$ cat src/rtl/seg_pkg.sv
package seg_pkg;
  localparam logic [1:0] KIND_DATA  = 2'd0;
  localparam logic [1:0] KIND_CODE  = 2'd1;
  localparam logic [1:0] KIND_STACK = 2'd2;

  localparam logic [7:0] VEC_NP = 8'd11;
  localparam logic [7:0] VEC_SS = 8'd12;
  localparam logic [7:0] VEC_GP = 8'd13;

  // descriptor field layout is fixed by the table format
  typedef struct packed {
    logic [7:0]  base_hi;
    logic        gran;
    logic        big;
    logic        lmode;
    logic        avl;
    logic [3:0]  lim_hi;
    logic        present;
    logic [1:0]  dpl;
    logic        non_sys;
    logic [3:0]  typ;
    logic [7:0]  base_mid;
    logic [15:0] base_lo;
    logic [15:0] lim_lo;
  } seg_desc_t;

  typedef struct packed {
    logic        fault;
    logic [7:0]  vec;
    logic [15:0] code;
  } seg_fault_t;
endpackage

$ cat src/rtl/seg_addr_gen.sv
module seg_addr_gen #(
  parameter int ADDR_W = 32,
  parameter int SEL_W  = 16
) (
  input  logic [SEL_W-1:2]  idx_ti_i,
  input  logic [ADDR_W-1:0] gdt_base_i,
  input  logic [SEL_W-1:0]  gdt_limit_i,
  input  logic [ADDR_W-1:0] ldt_base_i,
  input  logic [SEL_W-1:0]  ldt_limit_i,
  output logic [ADDR_W-1:0] addr_o,
  output logic              over_o
);
  logic [SEL_W-1:0] offs;
  logic             use_ldt;

  assign use_ldt = idx_ti_i[2];
  assign offs    = {idx_ti_i[SEL_W-1:3], 3'b000};
  assign over_o  = use_ldt ? (offs > ldt_limit_i) : (offs > gdt_limit_i);
  assign addr_o  = (use_ldt ? ldt_base_i : gdt_base_i) + ADDR_W'(offs);
endmodule

$ cat src/rtl/seg_prot_check.sv
module seg_prot_check
  import seg_pkg::*;
(
  input  logic [1:0]  kind_i,
  input  logic [1:0]  cpl_i,
  input  logic [15:0] sel_i,
  input  seg_desc_t   desc_i,
  output seg_fault_t  fault_o
);
  logic [1:0] rpl;
  assign rpl = sel_i[1:0];

  always_comb begin
    fault_o = '0;
    case (kind_i)
      KIND_STACK: begin
        if (!desc_i.non_sys)                             fault_o = '{1'b1, VEC_GP, sel_i};
        else if (desc_i.typ[3] || !desc_i.typ[1])        fault_o = '{1'b1, VEC_GP, sel_i};
        else if (rpl != cpl_i || rpl != desc_i.dpl)      fault_o = '{1'b1, VEC_GP, sel_i};
        else if (!desc_i.present)                        fault_o = '{1'b1, VEC_SS, sel_i};
      end
      KIND_CODE: begin
        if (!desc_i.non_sys)                             fault_o = '{1'b1, VEC_GP, sel_i};
        else if (!desc_i.present)                        fault_o = '{1'b1, VEC_NP, sel_i};
        else if (!desc_i.typ[3])                         fault_o = '{1'b1, VEC_GP, sel_i};
        else if (desc_i.typ[2]) begin
          if (desc_i.dpl > cpl_i)                        fault_o = '{1'b1, VEC_GP, sel_i};
        end
        else if (rpl < cpl_i)                            fault_o = '{1'b1, VEC_GP, sel_i};
      end
      default: begin
        if (!desc_i.non_sys)                             fault_o = '{1'b1, VEC_GP, sel_i};
        else if (rpl > desc_i.dpl || cpl_i > desc_i.dpl) fault_o = '{1'b1, VEC_GP, sel_i};
        else if (!desc_i.present)                        fault_o = '{1'b1, VEC_NP, sel_i};
      end
    endcase
  end
endmodule

$ cat src/rtl/seg_cache_fmt.sv
module seg_cache_fmt
  import seg_pkg::*;
#(
  parameter int ADDR_W     = 32,
  parameter int PAGE_SHIFT = 12
) (
  input  seg_desc_t         desc_i,
  output logic [ADDR_W-1:0] base_o,
  output logic [ADDR_W-1:0] limit_o
);
  localparam int LIM_W = 20;
  logic [LIM_W-1:0] lim_raw;

  assign lim_raw = {desc_i.lim_hi, desc_i.lim_lo};
  assign base_o  = ADDR_W'({desc_i.base_hi, desc_i.base_mid, desc_i.base_lo});
  assign limit_o = desc_i.gran ? ADDR_W'({lim_raw, {PAGE_SHIFT{1'b1}}})
                               : ADDR_W'(lim_raw);
endmodule

$ cat src/rtl/seg_load_unit.sv
module seg_load_unit
  import seg_pkg::*;
#(
  parameter int ADDR_W     = 32,
  parameter int PAGE_SHIFT = 12
) (
  input  logic              clk_i,
  input  logic              rst_ni,
  input  logic              start_i,
  input  logic [15:0]       sel_i,
  input  logic [1:0]        kind_i,
  input  logic [1:0]        cpl_i,
  input  logic              prot_en_i,
  input  logic              v86_i,
  input  logic [ADDR_W-1:0] gdt_base_i,
  input  logic [15:0]       gdt_limit_i,
  input  logic [ADDR_W-1:0] ldt_base_i,
  input  logic [15:0]       ldt_limit_i,
  output logic              rd_req_o,
  output logic [ADDR_W-1:0] rd_addr_o,
  input  logic              rd_valid_i,
  input  logic [63:0]       rd_data_i,
  output logic              done_o,
  output logic              exc_o,
  output logic [7:0]        exc_vec_o,
  output logic [15:0]       exc_code_o,
  output logic              prefetch_flush_o,
  output logic [15:0]       cache_sel_o,
  output logic [ADDR_W-1:0] cache_base_o,
  output logic [ADDR_W-1:0] cache_limit_o,
  output logic [7:0]        cache_attr_o,
  output logic [3:0]        cache_flags_o,
  output logic [1:0]        cache_rpl_o
);
  typedef enum logic {S_IDLE, S_READ} state_e;

  state_e            state_q;
  logic [15:0]       sel_q;
  logic [1:0]        kind_q, cpl_q;
  logic [ADDR_W-1:0] addr_q;
  logic [ADDR_W-1:0] tbl_addr, fmt_base, fmt_limit;
  logic              over_lim, null_idx, flat_mode;
  seg_desc_t         desc;
  seg_fault_t        chk;

  assign desc      = seg_desc_t'(rd_data_i);
  assign null_idx  = (sel_i[15:3] == '0);
  assign flat_mode = !prot_en_i || v86_i;

  seg_addr_gen #(.ADDR_W(ADDR_W), .SEL_W(16)) u_addr (
    .idx_ti_i   (sel_i[15:2]),
    .gdt_base_i (gdt_base_i),
    .gdt_limit_i(gdt_limit_i),
    .ldt_base_i (ldt_base_i),
    .ldt_limit_i(ldt_limit_i),
    .addr_o     (tbl_addr),
    .over_o     (over_lim)
  );

  seg_prot_check u_chk (
    .kind_i (kind_q),
    .cpl_i  (cpl_q),
    .sel_i  (sel_q),
    .desc_i (desc),
    .fault_o(chk)
  );

  seg_cache_fmt #(.ADDR_W(ADDR_W), .PAGE_SHIFT(PAGE_SHIFT)) u_fmt (
    .desc_i (desc),
    .base_o (fmt_base),
    .limit_o(fmt_limit)
  );

  always_ff @(posedge clk_i or negedge rst_ni) begin
    if (!rst_ni) begin
      state_q          <= S_IDLE;
      sel_q            <= '0;
      kind_q           <= KIND_DATA;
      cpl_q            <= '0;
      addr_q           <= '0;
      done_o           <= 1'b0;
      exc_o            <= 1'b0;
      exc_vec_o        <= '0;
      exc_code_o       <= '0;
      prefetch_flush_o <= 1'b0;
      cache_sel_o      <= '0;
      cache_base_o     <= '0;
      cache_limit_o    <= '0;
      cache_attr_o     <= '0;
      cache_flags_o    <= '0;
      cache_rpl_o      <= '0;
    end else begin
      done_o           <= 1'b0;
      exc_o            <= 1'b0;
      prefetch_flush_o <= 1'b0;
      case (state_q)
        S_IDLE: if (start_i) begin
          sel_q  <= sel_i;
          kind_q <= kind_i;
          cpl_q  <= cpl_i;
          if (flat_mode) begin
            cache_sel_o  <= sel_i;
            cache_base_o <= ADDR_W'({sel_i, 4'h0});
            done_o       <= 1'b1;
          end else begin
            prefetch_flush_o <= (kind_i == KIND_CODE);
            if (null_idx) begin
              if (kind_i == KIND_DATA) begin
                cache_sel_o   <= sel_i;
                cache_base_o  <= '0;
                cache_limit_o <= '0;
                cache_attr_o  <= '0;
                cache_flags_o <= '0;
                cache_rpl_o   <= sel_i[1:0];
                done_o        <= 1'b1;
              end else begin
                exc_o      <= 1'b1;
                exc_vec_o  <= VEC_GP;
                exc_code_o <= '0;
              end
            end else if (over_lim) begin
              exc_o      <= 1'b1;
              exc_vec_o  <= VEC_GP;
              exc_code_o <= sel_i;
            end else begin
              addr_q  <= tbl_addr;
              state_q <= S_READ;
            end
          end
        end
        S_READ: if (rd_valid_i) begin
          state_q <= S_IDLE;
          if (chk.fault) begin
            exc_o      <= 1'b1;
            exc_vec_o  <= chk.vec;
            exc_code_o <= chk.code;
          end else begin
            cache_sel_o   <= sel_q;
            cache_base_o  <= fmt_base;
            cache_limit_o <= fmt_limit;
            cache_attr_o  <= {desc.present, desc.dpl, desc.non_sys, desc.typ};
            cache_flags_o <= {desc.gran, desc.big, desc.lmode, desc.avl};
            cache_rpl_o   <= sel_q[1:0];
            done_o        <= 1'b1;
          end
        end
        default: state_q <= S_IDLE;
      endcase
    end
  end

  assign rd_req_o  = (state_q == S_READ);
  assign rd_addr_o = addr_q;

  p_one_outcome_r10: assert property (@(posedge clk_i) disable iff (!rst_ni)
    !(done_o && exc_o));
  p_fault_keeps_cache_r10: assert property (@(posedge clk_i) disable iff (!rst_ni)
    exc_o |-> ($stable(cache_sel_o) && $stable(cache_base_o) && $stable(cache_limit_o)
               && $stable(cache_attr_o)));
  p_read_quiet_r1: assert property (@(posedge clk_i) disable iff (!rst_ni)
    rd_req_o |-> (!done_o && !exc_o));
  p_stack_fault_kind_r3: assert property (@(posedge clk_i) disable iff (!rst_ni)
    (exc_o && exc_vec_o == VEC_SS) |-> (kind_q == KIND_STACK));
  p_np_not_stack_r4: assert property (@(posedge clk_i) disable iff (!rst_ni)
    (exc_o && exc_vec_o == VEC_NP) |-> (kind_q != KIND_STACK));
  p_flush_code_r9: assert property (@(posedge clk_i) disable iff (!rst_ni)
    prefetch_flush_o |-> (kind_q == KIND_CODE));
  p_flush_single_r9: assert property (@(posedge clk_i) disable iff (!rst_ni)
    prefetch_flush_o |=> !prefetch_flush_o);
endmodule

$ cat config.mk
export PLATFORM = sky130hd
export DESIGN_NAME = seg_load_unit
export DESIGN_NICKNAME = d
export VERILOG_FILES = /design/src/rtl/seg_pkg.sv /design/src/rtl/seg_addr_gen.sv /design/src/rtl/seg_prot_check.sv /design/src/rtl/seg_cache_fmt.sv /design/src/rtl/seg_load_unit.sv
export SDC_FILE = /design/constraint.sdc
export NUM_CORES = 1
export LEC_CHECK = 0
export ABC_AREA = 0
export CAP_MARGIN = 30
export CORE_MARGIN = 4
export CORE_UTILIZATION = 47
export DETAILED_ROUTE_END_ITERATION = 10
export PLACE_DENSITY = 0.79
export SYNTH_ARGS = -nofsm -noshare
export SYNTH_HDL_FRONTEND = slang
export SYNTH_HIERARCHICAL = 1
export SYNTH_SLANG_ARGS = --single-unit
$ cat constraint.sdc
create_clock -name clk_i -period 3.45 [get_ports clk_i]
set_input_delay 0.5175 -clock clk_i [delete_from_list [all_inputs] [get_ports clk_i]]
set_output_delay 0.5175 -clock clk_i [all_outputs]
set_load 0.01 [all_outputs]
==> results of run 1 <==
report_power, final:
part           internal [uW]  switching [uW]  total [uW]
registers               2690             394        3080
logic                   1950            1440        3390
clock network            964             913        1880
sequential cells by signal, summed over array words and instances (netlist names):
| name | flops |
|---|---|
| cache_limit_o | 32 |
| cache_sel_o | 16 |
| kind_q | 2 |
| exc_code_o | 16 |
| exc_vec_o | 8 |
| cpl_q | 2 |
| cache_flags_o | 4 |
| rd_addr_o | 32 |
| done_o | 1 |
| prefetch_flush_o | 1 |
| sel_q | 16 |
| cache_rpl_o | 2 |
| exc_o | 1 |
| rd_req_o | 1 |
| cache_attr_o | 8 |
| cache_base_o | 32 |
critical path, cell delays in order:
cell and delay, ps:
clkdlybuf4s50_1 500, inv_1 80, ha_1 280, nor2b_1 150
nor3b_1 380, o31ai_4 110, a21oi_2 320, and3_1 230
a31oi_1 70, mux2i_4 240, buf_4 310, nor2_1 70
a21oi_1 130
per-stage QoR:
| step | instances | instance area [um^2] |
|---|---|---|
| global route | 1618 | 14380 |
| CTS | 1618 | 14380 |
| detailed placement | 1586 | 13800 |
| finish | 1618 | 14380 |
| floorplan | 1020 | 10220 |
| global placement | 1586 | 13800 |
final cells by class:
class | instances | share of cell area
flip-flops and latches | 174 | 0.3029
clock inverters | 15 | 0.01096
clock buffers | 17 | 0.02958
repair buffers | 381 | 0.2628
inverters | 63 | 0.01644
well taps | 275 | 0.02393
multi-input cells | 693 | 0.3534
synthesized netlist by cell type (all sizes together) (2+ instances only):
library cell    n
a211oi         21
a21o           22
a21oi          91
a221oi          2
a22o           60
a22oi           3
a31oi           8
a32oi           2
and2           13
and3            3
and4            2
buf            65
clkbuf         25
dfrtp         174
ha             47
inv            63
mux2           76
mux2i          14
nand2          62
nand2b          7
nand3          17
nand3b          3
nand4           5
nand4b          2
nor2           64
nor2b          26
nor3           25
nor3b           4
nor4            3
nor4b           3
o211ai          5
o21a            3
o21ai          38
o22ai           2
o31a            2
o31ai           3
or2            17
xnor2          17
xor2           10
path summary, 6_finish.rpt:
| check | slack, ps | from | depth (start not counted) | endpoint |
|---|---|---|---|---|
| worst min-delay path | 160 | rst_ni | 1 | cache_limit_o[19]$_DFFE_PN0P_ |
| worst max-delay path | 400 | rd_data_i[46] | 13 | exc_code_o[11]$_DFFE_PN0P_ |
| worst max register to register | 530 | sel_q[1]$_DFFE_PN0P_ | 11 | exc_code_o[11]$_DFFE_PN0P_ |
| min in group clk_i | 480 | cache_sel_o[15]$_DFFE_PN0P_ | 1 | cache_sel_o[15]$_DFFE_PN0P_ |
| worst min register to register | 480 | cache_sel_o[15]$_DFFE_PN0P_ | 1 | cache_sel_o[15]$_DFFE_PN0P_ |
| max in group asynchronous | 2340 | rst_ni | 2 | cache_attr_o[5]$_DFFE_PN0P_ |
cells in the final DEF (no fill, tap or decap), drive strengths merged, types with 38 or more instances in the layout:
master and instances:
nand2 62, a21oi 91, mux2 76, buf 44
nor2 64, a22o 60, dfrtp 174, inv 68
o21ai 38, ha 47, clkdlybuf4s50 337
metal layers:
layer	up-vias	part of all wire	GRT usage
met2	321	0.49	0.4289
met4	4	0.028	0.07461
met1	4245	0.41	0.3201
met3	49	0.070	0.05647
met5	-	0.00081	0
li1	4180	-	-
logic make-up (layout without fill, tap and decap cells):
group,Yosys count,in the layout,synth area share
other,1,4,0.0003677
and+or+nand+nor,257,257,0.1317
AOI/OAI and AO/OA,267,267,0.1780
DFF,174,174,0.4270
muxes,90,90,0.09988
xor gates and xnor gates,27,27,0.02319
adders and majority gates,48,48,0.05963
buffers and inverters,153,476,0.08024
==> results by group, run 1 <==
Global routing
  – Grt ovf: 0
  – Number of global-route vias before repair: between 9000 and 10000
  – Largest net degree at the start of global routing: between 80 and 90
  – Initial antenna violation count: 2
  – First-pass GRT wire length: 48640 um
  – Overall routing resource usage: 0.2511

Setup path
  – Critical path data arrival time: 3390 ps
  – WS Path Type: primary input to flip-flop
  – Crit end category: flip-flop
  – CP max FO: 26
  – Nature of the critical path startpoint: primary input
  – Crit path required time: 3790 ps

Floorplan
  – Die ar.: 24120 um^2
  – # rows: 53
  – Starting Density: 0.4820
  – Die width: between 150 and 200 um
  – Die Y-Extent: 155.3 um
  – Core area: approximately 21000 um^2
  – I/O pins: 340

STA
  – RSZ-0062 raised after global routing: no
  – Fmax: roughly 0.33 GHz
  – Period utilization: 0.8830
  – Worst slew margin: 0.4315
  – Final Max Tran Viols: 0
  – Worst Hold Margin: around 160 ps
  – Worst Skew: around 16 ps
  – Slew @ Worst Pin: 852.8 ps
  – Final worst slack: between 400 and 500 ps
  – Setup violators final: 0
  – Final hold vios: 0
  – Min cycle time layout: 3046 ps
  – Setup TNS: 0 ps

Clock network
  – Clock sink total: roughly 170
  – Post-CTS sizing: 0
  – Cts bufs inserted: 17
  – CTS Hold Bufs: 0
  – Clock Path Buffers: 2
  – # Post-CTS Setup Buffers: 0
  – Clk_lat worst skew: 420 ps
  – Root buf cell: clkbuf_16
  – Clk slew on worst S/H paths: 80 ps
  – # H-tree levels: 4
  – CTS tree: done

Synthesis
  – Prevailing post-synth register cell: dfrtp_1
  – Avg Cell Area, Syn: approximately 10 um^2
  – Yosys cell types: 70
  – EDFF count, synth: 0
  – Yosys warnings: 6
  – Ys async rst share: 1.000
  – Main area contributors after synthesis: dfrtp_1 (43%), mux2_2 (7.5%), ha_1 (5.8%), a22o_1 (5.2%), a21oi_1 (4.3%)
  – Area leader, netlist: dfrtp_1
  – Sequential fraction of the synthesis area: 0.4270
  – Mapped Area: 10200 um^2
  – Post-synthesis cell count: approximately 1000
  – Synth Register Bits: about 170
  – Yosys top cell area share: 0.4270

Detailed routing
  – DRT Pass-1 Iters: 5
  – # DRC: 0
  – Vias/cell: roughly 5.4
  – Post-DRT Antenna Nets: 0
  – Routed len/inst: about 19 um
  – Routed WL: approximately 31000 um
  – Routed vias: just under 9000
  – 1st-iter DRT viols: approximately 560

Final layout
  – Final core occ: 0.6798
  – Fillers: 1641
  – Antenna diodes: 0
  – Share of layout cells above drive strength 1: 0.1474
  – FF/Latch Area: ~4400 um^2
  – Fin nets: ~1600
  – Area growth, synth to finish: 41.03%
  – Area of the multi-input gates: ~5000 um^2

Placed design
  – Dpl hpwl: 23950 um
  – Placer Congestion: between 0.8 and 0.9
  – Dpl ws: around 0.5 ps
  – # port buffers: around 340

Min path
  – Hold WC Path Type: primary input to async pin

Flow run
  – Max Cap Viol: 0

Pwr
  – Total power: around 8300 uW
  – Peak VDD IR: around 0.3 mV
  – Static leakage: ~0.0064 uW
  – Pwr Density: 580.6 nW/um^2

Status
  – Outcome: finished clean
Note: power is estimated with default switching activity, not from simulation.
==> run 2: changes to the inputs <==
--- a/config.mk
+++ b/config.mk
@@ -10,7 +10,7 @@
 export CORE_MARGIN = 4
 export CORE_UTILIZATION = 47
 export DETAILED_ROUTE_END_ITERATION = 10
-export PLACE_DENSITY = 0.79
+export PLACE_DENSITY = 0.81
 export SYNTH_ARGS = -nofsm -noshare
 export SYNTH_HDL_FRONTEND = slang
 export SYNTH_HIERARCHICAL = 1
==> run 2 against run 1 <==
Compared with the run above: worst hold slack got worse by 8.0 ps; flip-flop and latch count is the same; clock skew is 3.7 ps higher; non-clock buffer count decreased by 7; clock-buffer cell count is the same; clock power increased by 5%; critical path type unchanged; first-iteration DRC count down 15%; critical endpoint is now rd_addr_o[31]$_DFFE_PN0P_; largest cell class unchanged.
==> results by group, run 2 (same netlist as run 1, synthesis figures left out) <==
Pwr
  – Static leakage: 0.006376 uW
  – Seq pwr share: 0.366
  – Gate power share: 0.400
  – Clock share of power: 0.233
  – P_int: approximately 5700 uW
  – Pwr Density: between 500 and 600 nW/um^2
  – Switching Fraction: 0.3293
  – Peak VDD IR: around 0.34 mV
  – Switch Pwr: 2781 uW

STA
  – Period utilization: 0.8681
  – Final worst slack: ~450 ps
  – Setup violators final: 0
  – Min cycle time layout: about 3000 ps
  – Slew @ Worst Pin: a little over 800 ps
  – Worst slew margin: 0.4549
  – RSZ-0062 raised after global routing: no
  – Worst Hold Margin: 155.5 ps
  – Final Max Tran Viols: 0
  – Setup TNS: 0 ps
  – Worst Skew: ~20 ps
  – Fmax: around 0.33 GHz
  – Final hold vios: 0

Setup path
  – Nature of the critical path startpoint: primary input
  – Capturing point of the worst reg2reg path: exc_vec_o[2]$_DFFE_PN0P_
  – Crit end category: flip-flop
  – Reg2Reg Launch Point: sel_q[1]$_DFFE_PN0P_
  – R2R setup slack: 580 ps
  – Slowest stage cell on the critical path: clkdlybuf4s50_1
  – Critical path data arrival time: 3310 ps
  – Delay of the slowest cell on the worst path: ~400 ps
  – Critical Path, Cell by Cell: clkdlybuf4s50_1 -> mux2_2 -> ha_1 -> fa_1 -> a211oi_1 -> buf_4 -> o211ai_1 -> a31oi_2 -> a21oi_2 -> nor3b_2 -> xnor2_1 -> mux2_2
  – Worst path most repeated cell: mux2_2
  – Crit path required time: ~3800 ps
  – CP max FO: 5
  – WS Path Type: primary input to flip-flop
  – R2R depth: 11

Clock network
  – Clk_lat worst skew: roughly 440 ps
  – Clock Path Buffers: 2
  – CTS tree: done
  – CTS Hold Bufs: 0
  – Post-CTS sizing: 0
  – Clock sink total: approximately 170
  – Cts bufs inserted: 17
  – # H-tree levels: 4
  – Root buf cell: clkbuf_16
  – Clk slew on worst S/H paths: 80 ps
  – # Post-CTS Setup Buffers: 0

Detailed routing
  – # DRC: 0
  – Vias/cell: ~5.5
  – Routed len/inst: 19.60 um
  – DRT Pass-1 Iters: 5
  – 1st-iter DRT viols: 474
  – Routed WL: approximately 32000 um
  – Post-DRT Antenna Nets: 0
  – Routed vias: about 8900

Final layout
  – Cell area after layout: 14330 um^2
  – Share of layout cells above drive strength 1: 0.1430
  – Commonest non-fill, non-tap cell in the layout: clkdlybuf4s50_1
  – Commonest non-fill, non-tap cells in the layout: clkdlybuf4s50_1 (337), dfrtp_1 (173), a21oi_1 (87), mux2_2 (68)
  – Fin nets: 1557
  – Area growth, synth to finish: 40.54%
  – Antenna diodes: 0

Floorplan
  – Starting Density: 0.4820
  – Core area: ~21000 um^2
  – Die ar.: ~24000 um^2
  – Die Y-Extent: 155.3 um
  – Die width: 155.3 um
  – I/O pins: 340
  – # rows: 53

Global routing
  – Grt ovf: 0
  – Largest net degree at the start of global routing: 86
  – Number of global-route vias before repair: a little over 9000
  – Overall routing resource usage: 0.2584
  – First-pass GRT wire length: roughly 49000 um
  – Initial antenna violation count: 2

Flow run
  – Max Cap Viol: 0

Placed design
  – # port buffers: approximately 340
  – Placer Congestion: 0.9032
  – Dpl hpwl: 24100 um
  – Placed cell area: 13730 um^2
  – Dpl ws: ~22 ps

Status
  – Outcome: finished clean

Min path
  – Hold WC Path Type: primary input to async pin
-- run 2: layout make-up --
class | instances | area, um^2
clock inverters | 15 | 172.7
inverters | 63 | 236.5
clock buffers | 17 | 425.4
fillers | 1667 | 6823
well taps | 275 | 344.1
flip-flops and latches | 174 | 4355
multi-input cells | 693 | 5082
repair buffers | 374 | 3715
-- run 2: power by group through the flow --
stage,clock network (uW),logic [uW],registers (uW)
after floorplan,0,1200,3350
after global placement,0,3310,3090
after detailed placement,0,3380,3120
after CTS,2010,3410,3100
after global routing,2090,3630,3180
final,1970,3380,3090
-- run 2: worst max-delay path by stage --
stage	to	depth (start not counted)	startpoint	slack, ps
2_1_floorplan	rd_addr_o[31]$_DFFE_PN0P_	14	sel_i[2]	-20
3_3_place_gp	rd_addr_o[31]$_DFFE_PN0P_	12	ldt_base_i[3]	50
3_5_place_dp	rd_addr_o[31]$_DFFE_PN0P_	12	ldt_base_i[3]	20
4_1_cts	rd_addr_o[31]$_DFFE_PN0P_	12	ldt_base_i[3]	480
5_1_grt	exc_vec_o[2]$_DFFE_PN0P_	13	rd_data_i[46]	260
6_report	rd_addr_o[31]$_DFFE_PN0P_	12	ldt_base_i[3]	450
-- run 2: critical path, delay by kind of cell --
kind,cells,cell delay (ps)
AO/OA/AOI/OAI,4,760
XOR/XNOR,1,130
AND/OR/NAND/NOR,1,180
adder cells (fa/ha/maj),2,620
multiplexers,2,540
buffers and inverters,2,580
-- run 2: metrics by stage --
stage	power, uW	std cells	util
after global placement	6400	1579	0.6492
after global routing	8899	1611	0.6775
after detailed placement	6499	1579	0.6492
after floorplan	4547	1020	-
final	8445	1611	0.6775
after CTS	8524	1611	0.6775
-- run 2: layer usage --
metal	global-route usage	wire length (um)	up-vias	share of wire
li1	-	-	4158	-
met1	0.3239	12710	4340	0.40
met2	0.4442	15950	326	0.51
met3	0.06092	2032	60	0.064
met4	0.08003	858	4	0.027
met5	0	22	-	0.00070
==> run 3: changes to the inputs <==
--- a/config.mk
+++ b/config.mk
@@ -15,3 +15,4 @@
 export SYNTH_HDL_FRONTEND = slang
 export SYNTH_HIERARCHICAL = 1
 export SYNTH_SLANG_ARGS = --single-unit
+export TNS_END_PERCENT = 50
==> results of run 3 <==
Same layout as run 2: the final DEF is identical, and so are final timing and power.
